## src/rtl/fifo_flag_pkg.sv

```systemverilog
package fifo_flag_pkg;
  localparam int DataW = 32;

  typedef enum logic [1:0] {
    REG_CTRL = 2'd0,
    REG_STAT = 2'd1,
    REG_IEN  = 2'd2,
    REG_FCTL = 2'd3
  } reg_sel_e;

  // bit positions decoded by neighbouring logic
  localparam int BitTxReq   = 0;
  localparam int BitRxRdy   = 1;
  localparam int BitStop    = 9;
  localparam int BitNack    = 10;
  localparam int BitArb     = 11;
  localparam int BitMBusy   = 24;
  localparam int BitBBusy   = 25;
  localparam int BitFlushTx = 8;
  localparam int BitFlushRx = 9;
  localparam int RxWmLsb    = 16;
  localparam int RxCntLsb   = 16;

  typedef struct packed {
    logic       enWr;
    logic       wmWr;
    logic [2:0] clrMask;  // stop, nack, arb
    logic       flushTx;
    logic       flushRx;
  } strobe_t;
endpackage

```

## src/rtl/fifo_flag_ctrl.sv

```systemverilog
module fifo_flag_ctrl
  import fifo_flag_pkg::*;
(
  input  logic             wrEn,
  input  logic [1:0]       wrAddr,
  input  logic [DataW-1:0] wrData,
  output strobe_t          strobes
);
  reg_sel_e sel;
  assign sel = reg_sel_e'(wrAddr);

  always_comb begin
    strobes = '0;
    if (wrEn) begin
      unique case (sel)
        REG_CTRL: begin
          strobes.flushTx = wrData[BitFlushTx];
          strobes.flushRx = wrData[BitFlushRx];
        end
        REG_STAT: strobes.clrMask = {wrData[BitArb], wrData[BitNack], wrData[BitStop]};
        REG_IEN:  strobes.enWr = 1'b1;
        REG_FCTL: strobes.wmWr = 1'b1;
        default:  strobes = '0;
      endcase
    end
  end
endmodule

```

## src/rtl/fifo_flag_dp.sv

```systemverilog
module fifo_flag_dp
  import fifo_flag_pkg::*;
#(
  parameter int Depth = 4,
  localparam int CntW = $clog2(Depth + 1),
  localparam int WmW  = $clog2(Depth)
) (
  input  logic             clk,
  input  logic             rstN,
  input  strobe_t          strobes,
  input  logic [DataW-1:0] wrData,
  input  logic [CntW-1:0]  txCount,
  input  logic [CntW-1:0]  rxCount,
  input  logic             evStop,
  input  logic             evNack,
  input  logic             evArbLost,
  input  logic             masterBusy,
  input  logic             busBusy,
  output logic [DataW-1:0] statusWord,
  output logic [DataW-1:0] countWord,
  output logic             irq,
  output logic             txFlush,
  output logic             rxFlush
);
  logic [WmW-1:0] txWm, rxWm;
  logic [3:0]     ienReg;   // nack, stop, rxRdy, txReq
  logic [2:0]     stickyQ;  // arb, nack, stop
  logic [2:0]     evVec;

  assign evVec = {evArbLost, evNack, evStop};

  always_ff @(posedge clk) begin
    if (!rstN) begin
      txWm    <= '0;
      rxWm    <= '0;
      ienReg  <= '0;
      stickyQ <= '0;
      txFlush <= 1'b0;
      rxFlush <= 1'b0;
    end else begin
      if (strobes.wmWr) begin
        txWm <= wrData[WmW-1:0];
        rxWm <= wrData[RxWmLsb +: WmW];
      end
      if (strobes.enWr)
        ienReg <= {wrData[BitNack], wrData[BitStop], wrData[BitRxRdy], wrData[BitTxReq]};
      // a new event outranks a clear in the same cycle
      stickyQ <= evVec | (stickyQ & ~strobes.clrMask);
      txFlush <= strobes.flushTx;
      rxFlush <= strobes.flushRx;
    end
  end

  logic txReq, rxRdy;
  assign txReq = txCount <= CntW'(txWm);
  assign rxRdy = rxCount >  CntW'(rxWm);

  always_comb begin
    statusWord           = '0;
    statusWord[BitTxReq] = txReq;
    statusWord[BitRxRdy] = rxRdy;
    statusWord[BitStop]  = stickyQ[0];
    statusWord[BitNack]  = stickyQ[1];
    statusWord[BitArb]   = stickyQ[2];
    statusWord[BitMBusy] = masterBusy;
    statusWord[BitBBusy] = busBusy;
  end

  always_comb begin
    countWord                     = '0;
    countWord[CntW-1:0]           = txCount;
    countWord[RxCntLsb +: CntW]   = rxCount;
  end

  assign irq = |({stickyQ[1], stickyQ[0], rxRdy, txReq} & ienReg);
endmodule

```

## src/rtl/fifo_flag_unit.sv

```systemverilog
module fifo_flag_unit
  import fifo_flag_pkg::*;
#(
  parameter int Depth = 4,
  localparam int CntW = $clog2(Depth + 1)
) (
  input  logic             clk,
  input  logic             rstN,
  input  logic             wrEn,
  input  logic [1:0]       wrAddr,
  input  logic [DataW-1:0] wrData,
  input  logic [CntW-1:0]  txCount,
  input  logic [CntW-1:0]  rxCount,
  input  logic             evStop,
  input  logic             evNack,
  input  logic             evArbLost,
  input  logic             masterBusy,
  input  logic             busBusy,
  output logic [DataW-1:0] statusWord,
  output logic [DataW-1:0] countWord,
  output logic             irq,
  output logic             txFlush,
  output logic             rxFlush
);
  strobe_t strobes;

  fifo_flag_ctrl i_ctrl (
    .wrEn(wrEn), .wrAddr(wrAddr), .wrData(wrData), .strobes(strobes)
  );

  fifo_flag_dp #(.Depth(Depth)) i_dp (
    .clk(clk), .rstN(rstN), .strobes(strobes), .wrData(wrData),
    .txCount(txCount), .rxCount(rxCount),
    .evStop(evStop), .evNack(evNack), .evArbLost(evArbLost),
    .masterBusy(masterBusy), .busBusy(busBusy),
    .statusWord(statusWord), .countWord(countWord), .irq(irq),
    .txFlush(txFlush), .rxFlush(rxFlush)
  );
endmodule

```

## config.mk

```make
export PLATFORM = sky130hd
export DESIGN_NAME = fifo_flag_unit
export DESIGN_NICKNAME = d
export VERILOG_FILES = /design/src/rtl/fifo_flag_pkg.sv /design/src/rtl/fifo_flag_ctrl.sv /design/src/rtl/fifo_flag_dp.sv /design/src/rtl/fifo_flag_unit.sv
export SDC_FILE = /design/constraint.sdc
export NUM_CORES = 1
export LEC_CHECK = 0
export BUFFER_PORTS_ARGS = -buffer_cell sky130_fd_sc_hd__buf_4
export CAP_MARGIN = 20
export CORE_MARGIN = 5
export CORE_UTILIZATION = 38
export DETAILED_ROUTE_END_ITERATION = 7
export PLACE_DENSITY = 0.84
export SYNTH_ARGS = -nofsm -noshare
export SYNTH_HDL_FRONTEND = slang
export SYNTH_SLANG_ARGS = --single-unit
```

## constraint.sdc

```tcl
create_clock -name clk -period 4.03 [get_ports clk]
set_clock_uncertainty 0.1 [all_clocks]
set_input_delay 0 -clock clk [delete_from_list [all_inputs] [get_ports clk]]
set_output_delay 0 -clock clk [all_outputs]
set_load 0.02 [all_outputs]
```

Word-level counts from Yosys, hierarchy flattened
Index checks and enable logic that the tools add are counted.
Operators by class
  magnitude comparators: 2
  equality and inequality tests: 3
  multiplexer cells: 5
  bitwise operators: 4
  reductions and logical operators: 3
Operators by type and width (count)
  $mux W7: 1
  $and A4 B4 Y4: 1
  $eq A2 B2 Y1 const B: 2
  $reduce_or A4 Y1: 1
  $and A3 B3 Y3: 1
  $gt A3 B2 Y1: 1
  $le A3 B2 Y1: 1
  $mux W3: 1
  $not A3 Y3: 1
  $or A3 B3 Y3: 1
  $reduce_and A3 Y1: 1
  $eq A2 B1 Y1 const B: 1
  $logic_not A2 Y1: 1
  $mux W1: 2
  $mux W2: 1
Storage, ports and cells
  register bits after elaboration: 13
  input port bits: 48
  output and inout bits: 67
  word-level logic and storage cells: 23

Depth between registers and ports, before layout
  depth after elaboration: 6
  depth in mapped cells: 6
  depth with buffers taken out: 5

By module
A second synthesis with hierarchy kept.
Second synthesis, totals
  cells, all modules: 126
  area, all modules: 1129.8 µm²
Modules (own cells, without submodules)
  fifo_flag_dp: instances 1, cells each 119, area an instance 1053.5 µm², seq. area each 260.2 µm²
  fifo_flag_ctrl: instances 1, cells each 7, area an instance 76.3 µm², seq. area each 0.0 µm²

Worst setup path after synthesis
No wires, ideal clock.
  path type: register to output
  from: reg i_dp.rxWm[1]
  to: out irq
  arrival time: 1284 ps
  path slack: 2646 ps
  stages on the path, launching flop included: 6
  buffers on the path: 0
  cell sequence: dfxtp_1 -> inv_1 -> ha_1 -> nor2b_1 -> a2bb2oi_1 -> a221o_1
On the way
  longest elaborated chain between the ends: 3
RTL lines
  from (decl): RTL line fifo_flag_dp.sv:25  | logic [WmW-1:0] txWm, rxWm;
  from (signal assigned): RTL line fifo_flag_dp.sv:43  | rxWm <= wrData[RxWmLsb +: WmW];
  $gt A3 B2 Y1: RTL line fifo_flag_dp.sv:56  | assign rxRdy = rxCount > CntW'(rxWm);
  $and A4 B4 Y4: RTL line fifo_flag_dp.sv:75  | assign irq = |({stickyQ[1], stickyQ[0], rxRdy, txReq} & ienReg);
  $reduce_or A4 Y1: RTL line fifo_flag_dp.sv:75
  to (decl): RTL line fifo_flag_unit.sv:21  | output logic irq,
Every way passes these cells.

Worst setup path in the final report
Same ends and word-level chain as after synthesis.

==> impl_metrics.py <==
metrics = {
    "routing": {
        "drt_pre_antenna_iters": 4,
        "route.vias.total": 802,
        "highest_layer": "met4",
        "dr_wl_met2_mm": 1.19,
        "ant_nets": 0,
        "route.met3.wl_um": 244,
        "finalWirelength_mm": 2.19,
        "post_drt_via_cell_ratio": 3.95,
        "drt-met1-wl_um": 718,
        "wl_per_cell_um": 10.8,
        "drc_errors": 0,
        "drtIter0Drc": 10,
    },
    "setup_path": {
        "cpMaxStageDelayCell": "dfxtp_1",
        "critPathKind": "reg -> out",
        "crit_buf_inv": 2,
        "cp_max_fo": 2,
        "critPathMaxStageDelay_ps": 340,
        "cp.required_ps": 3930,
        "cp_top_family": "compound AO/OA/AOI/OAI gates",
        "endpoint_kind": "primary output",
        "cp_cell_sequence": "inv_1, ha_1, nor2b_1, a2bb2oi_1, a221o_1, buf_4",
        "startpoint_type": "register",
        "worstPathArrival_ps": 1720,
    },
    "sta": {
        "rsz0062_at_grt": "no",
        "setup_viol": 0,
        "clock.fmax_mhz": 550,
        "finalMaxSlewViolations": 0,
        "post-route-period-util_pct": 45.1,
        "final.setup.tns_ps": 0,
        "hold_violations": 0,
        "period_minus_slack_ps": 1820,
    },
    "global_routing": {
        "grt_first_pass_wirelength_mm": 3.34,
        "grt_pass1_vias": 769,
        "antenna_found_initial": 0,
        "grt_use_total_pct": 10.2,
        "grt_max_degree": 13,
        "overflow": 0,
    },
    "pwr": {
        "total_leakage_power_nw": 0.759,
        "ir_worst_vdd_uv": 138,
        "p_per_area_mw_per_mm2": 256,
    },
    "cells_and_area": {
        "drive_gt1_share_pct": 24.4,
        "final_cells": 203,
        "nets": 225,
        "area_delta_synth_final_pct": 23.3,
        "antennaDiodeCount": 0,
    },
    "die": {
        "fp.dieW_um": 63.5,
        "start_util_pct": 39.5,
        "rows": 19,
        "ios": 115,
        "core_area_sq_mm": 0.00276,
        "dieArea_sq_mm": 0.00403,
        "die_h_um": 63.5,
    },
    "worst_hold_path": {
        "hp-class": "in -> out",
    },
    "synth": {
        "synth.avg_cell_area_sq_um": 8.71,
        "synth-seq-cells": 13,
        "yosys.area.top_type": "buf_4",
        "synthesis.area_sq_mm": 0.00109,
        "synth_seq_area_share_pct": 23.9,
        "syn_inst": 125,
        "synthDistinctLibCells": 22,
        "synthTopCellsByArea": "buf_4 42%, dfxtp_1 24%, mux2i_1 7.4%",
        "synth_top_area_share_pct": 42.1,
        "yosys_warnings": 0,
    },
    "place": {
        "place.detailed.hpwl_mm": 1.66,
        "io_buffers": 35,
        "post-place-cells": 179,
        "gp_congestion": 0.721,
    },
    "clock_tree": {
        "cts_max_level": 1,
        "cts-resized-gates": 0,
        "cts_root_buf": "clkbuf_4",
        "cts_sinks": 13,
        "cts.path.max_buffers": 2,
        "clkLatencyLatePin_ps": 270,
        "clk_pin_slew_ps": 70,
        "cts_buffers": 3,
        "cts_tree": "done",
    },
    "job": {
        "drv_cap": 0,
    },
    "status": {
        "status": "finished clean",
    },
}
[cells in the mapped netlist, drive strengths merged]
cell / instances
buf: 61
dfxtp: 13
nor2b: 10
inv: 8
mux2i: 8
ha: 4
a31oi: 3
o21ai: 3
and2: 2
nand3b: 2
a221o: 1
a222oi: 1
a2bb2oi: 1
clkbuf: 1
conb: 1
nand2: 1
nand3: 1
nor2: 1
nor4bb: 1
o31ai: 1
or2: 1
[cell type report]
| type | count | area [sq um] |
|---|---|---|
| Inverter | 8 | 30.0 |
| Fill cell | 261 | 1420 |
| Clock buffer | 4 | 26.3 |
| Tap cell | 31 | 38.8 |
| Multi-Input combinational cell | 92 | 524 |
| Timing Repair Buffer | 55 | 463 |
| Sequential cell | 13 | 260 |
[sequential cells by signal, summed over array words and instances (netlist names)]
signal and count:
i_dp.rxFlush 1, i_dp.ienReg 4, i_dp.rxWm 2, i_dp.txFlush 1, i_dp.stickyQ 3, i_dp.txWm 2
[routing by layer]
metal	vias up	global-route usage, %
li1	389	-
met1	365	10.4
met2	44	18.0
met3	4	2.49
met4	0	6.75
met5	-	0
[report_power, final]
group	switching (W)	internal (W)
Combinational	0.0000786	0.0000481
Clock	0.0000418	0.0000384
Sequential	0.00000314	0.000134
Total	0.000124	0.000220
[worst paths after layout]
path                endpoint  slack (ps)  depth (start not counted)            start
max                      irq        2210                          6     i_dp.rxWm[1]
min             countWord[0]         110                          2       txCount[0]
max reg2reg  i_dp.stickyQ[1]        2720                          3  i_dp.stickyQ[1]
min reg2reg   i_dp.ienReg[3]         430                          2   i_dp.ienReg[3]
[cell families (layout without fill, tap and decap cells)]
logic type,Yosys count,count (layout),share of synthesized area [%]
buffers and inverters,70,67,45.2
and+or+nand+nor,19,19,11.7
other,1,51,0.344
AOI/OAI and AO/OA,10,10,6.90
adders and majority gates,4,4,4.60
DFF,13,13,23.9
muxes,8,8,7.36
[through the flow]
| step | power [W] | util [%] | instance area [sq um] | setup WS [ps] | hold WS (ps) |
|---|---|---|---|---|---|
| 3_5_place_dp | 0.000249 | 40.5 | 1120 | 2520 | -99.9 |
| 5_1_grt | 0.000362 | 48.7 | 1340 | 2130 | 115 |
| 3_3_place_gp | 0.000247 | 40.5 | 1120 | 2520 | -99.9 |
| 4_1_cts | 0.000344 | 48.7 | 1340 | 2200 | 96.6 |
| 6_report | 0.000344 | 48.7 | 1340 | 2210 | 107 |
| 2_1_floorplan | 0.000260 | - | 1280 | 2650 | 0.208 |
[timing repair]
item | in CTS | in global routing
endpoints found under the setup margin | 0 | 0
setup buffers | 0 | 0
hold endpoints to repair | 15 | 0
hold buffers | 20 | 0
[cells in the final DEF (no fill, tap or decap)]
| cell type | instances |
|---|---|
| nand2_1 | 1 |
| and2_1 | 2 |
| clkbuf_4 | 3 |
| nor2b_1 | 10 |
| ha_1 | 4 |
| clkbuf_1 | 1 |
| o31ai_2 | 1 |
| or2_2 | 1 |
| dfxtp_1 | 13 |
| inv_1 | 8 |
| a222oi_1 | 1 |
| nor2_1 | 1 |
| conb_1 | 51 |
| buf_4 | 35 |
| a31oi_1 | 3 |
| mux2i_1 | 8 |
| nand3b_2 | 1 |
| nand3b_1 | 1 |
| dlygate4sd3_1 | 20 |
| nand3_2 | 1 |
| nor4bb_1 | 1 |
| o21ai_0 | 3 |
| a2bb2oi_1 | 1 |
| a221o_1 | 1 |
Power figures use the tool's default switching activity.
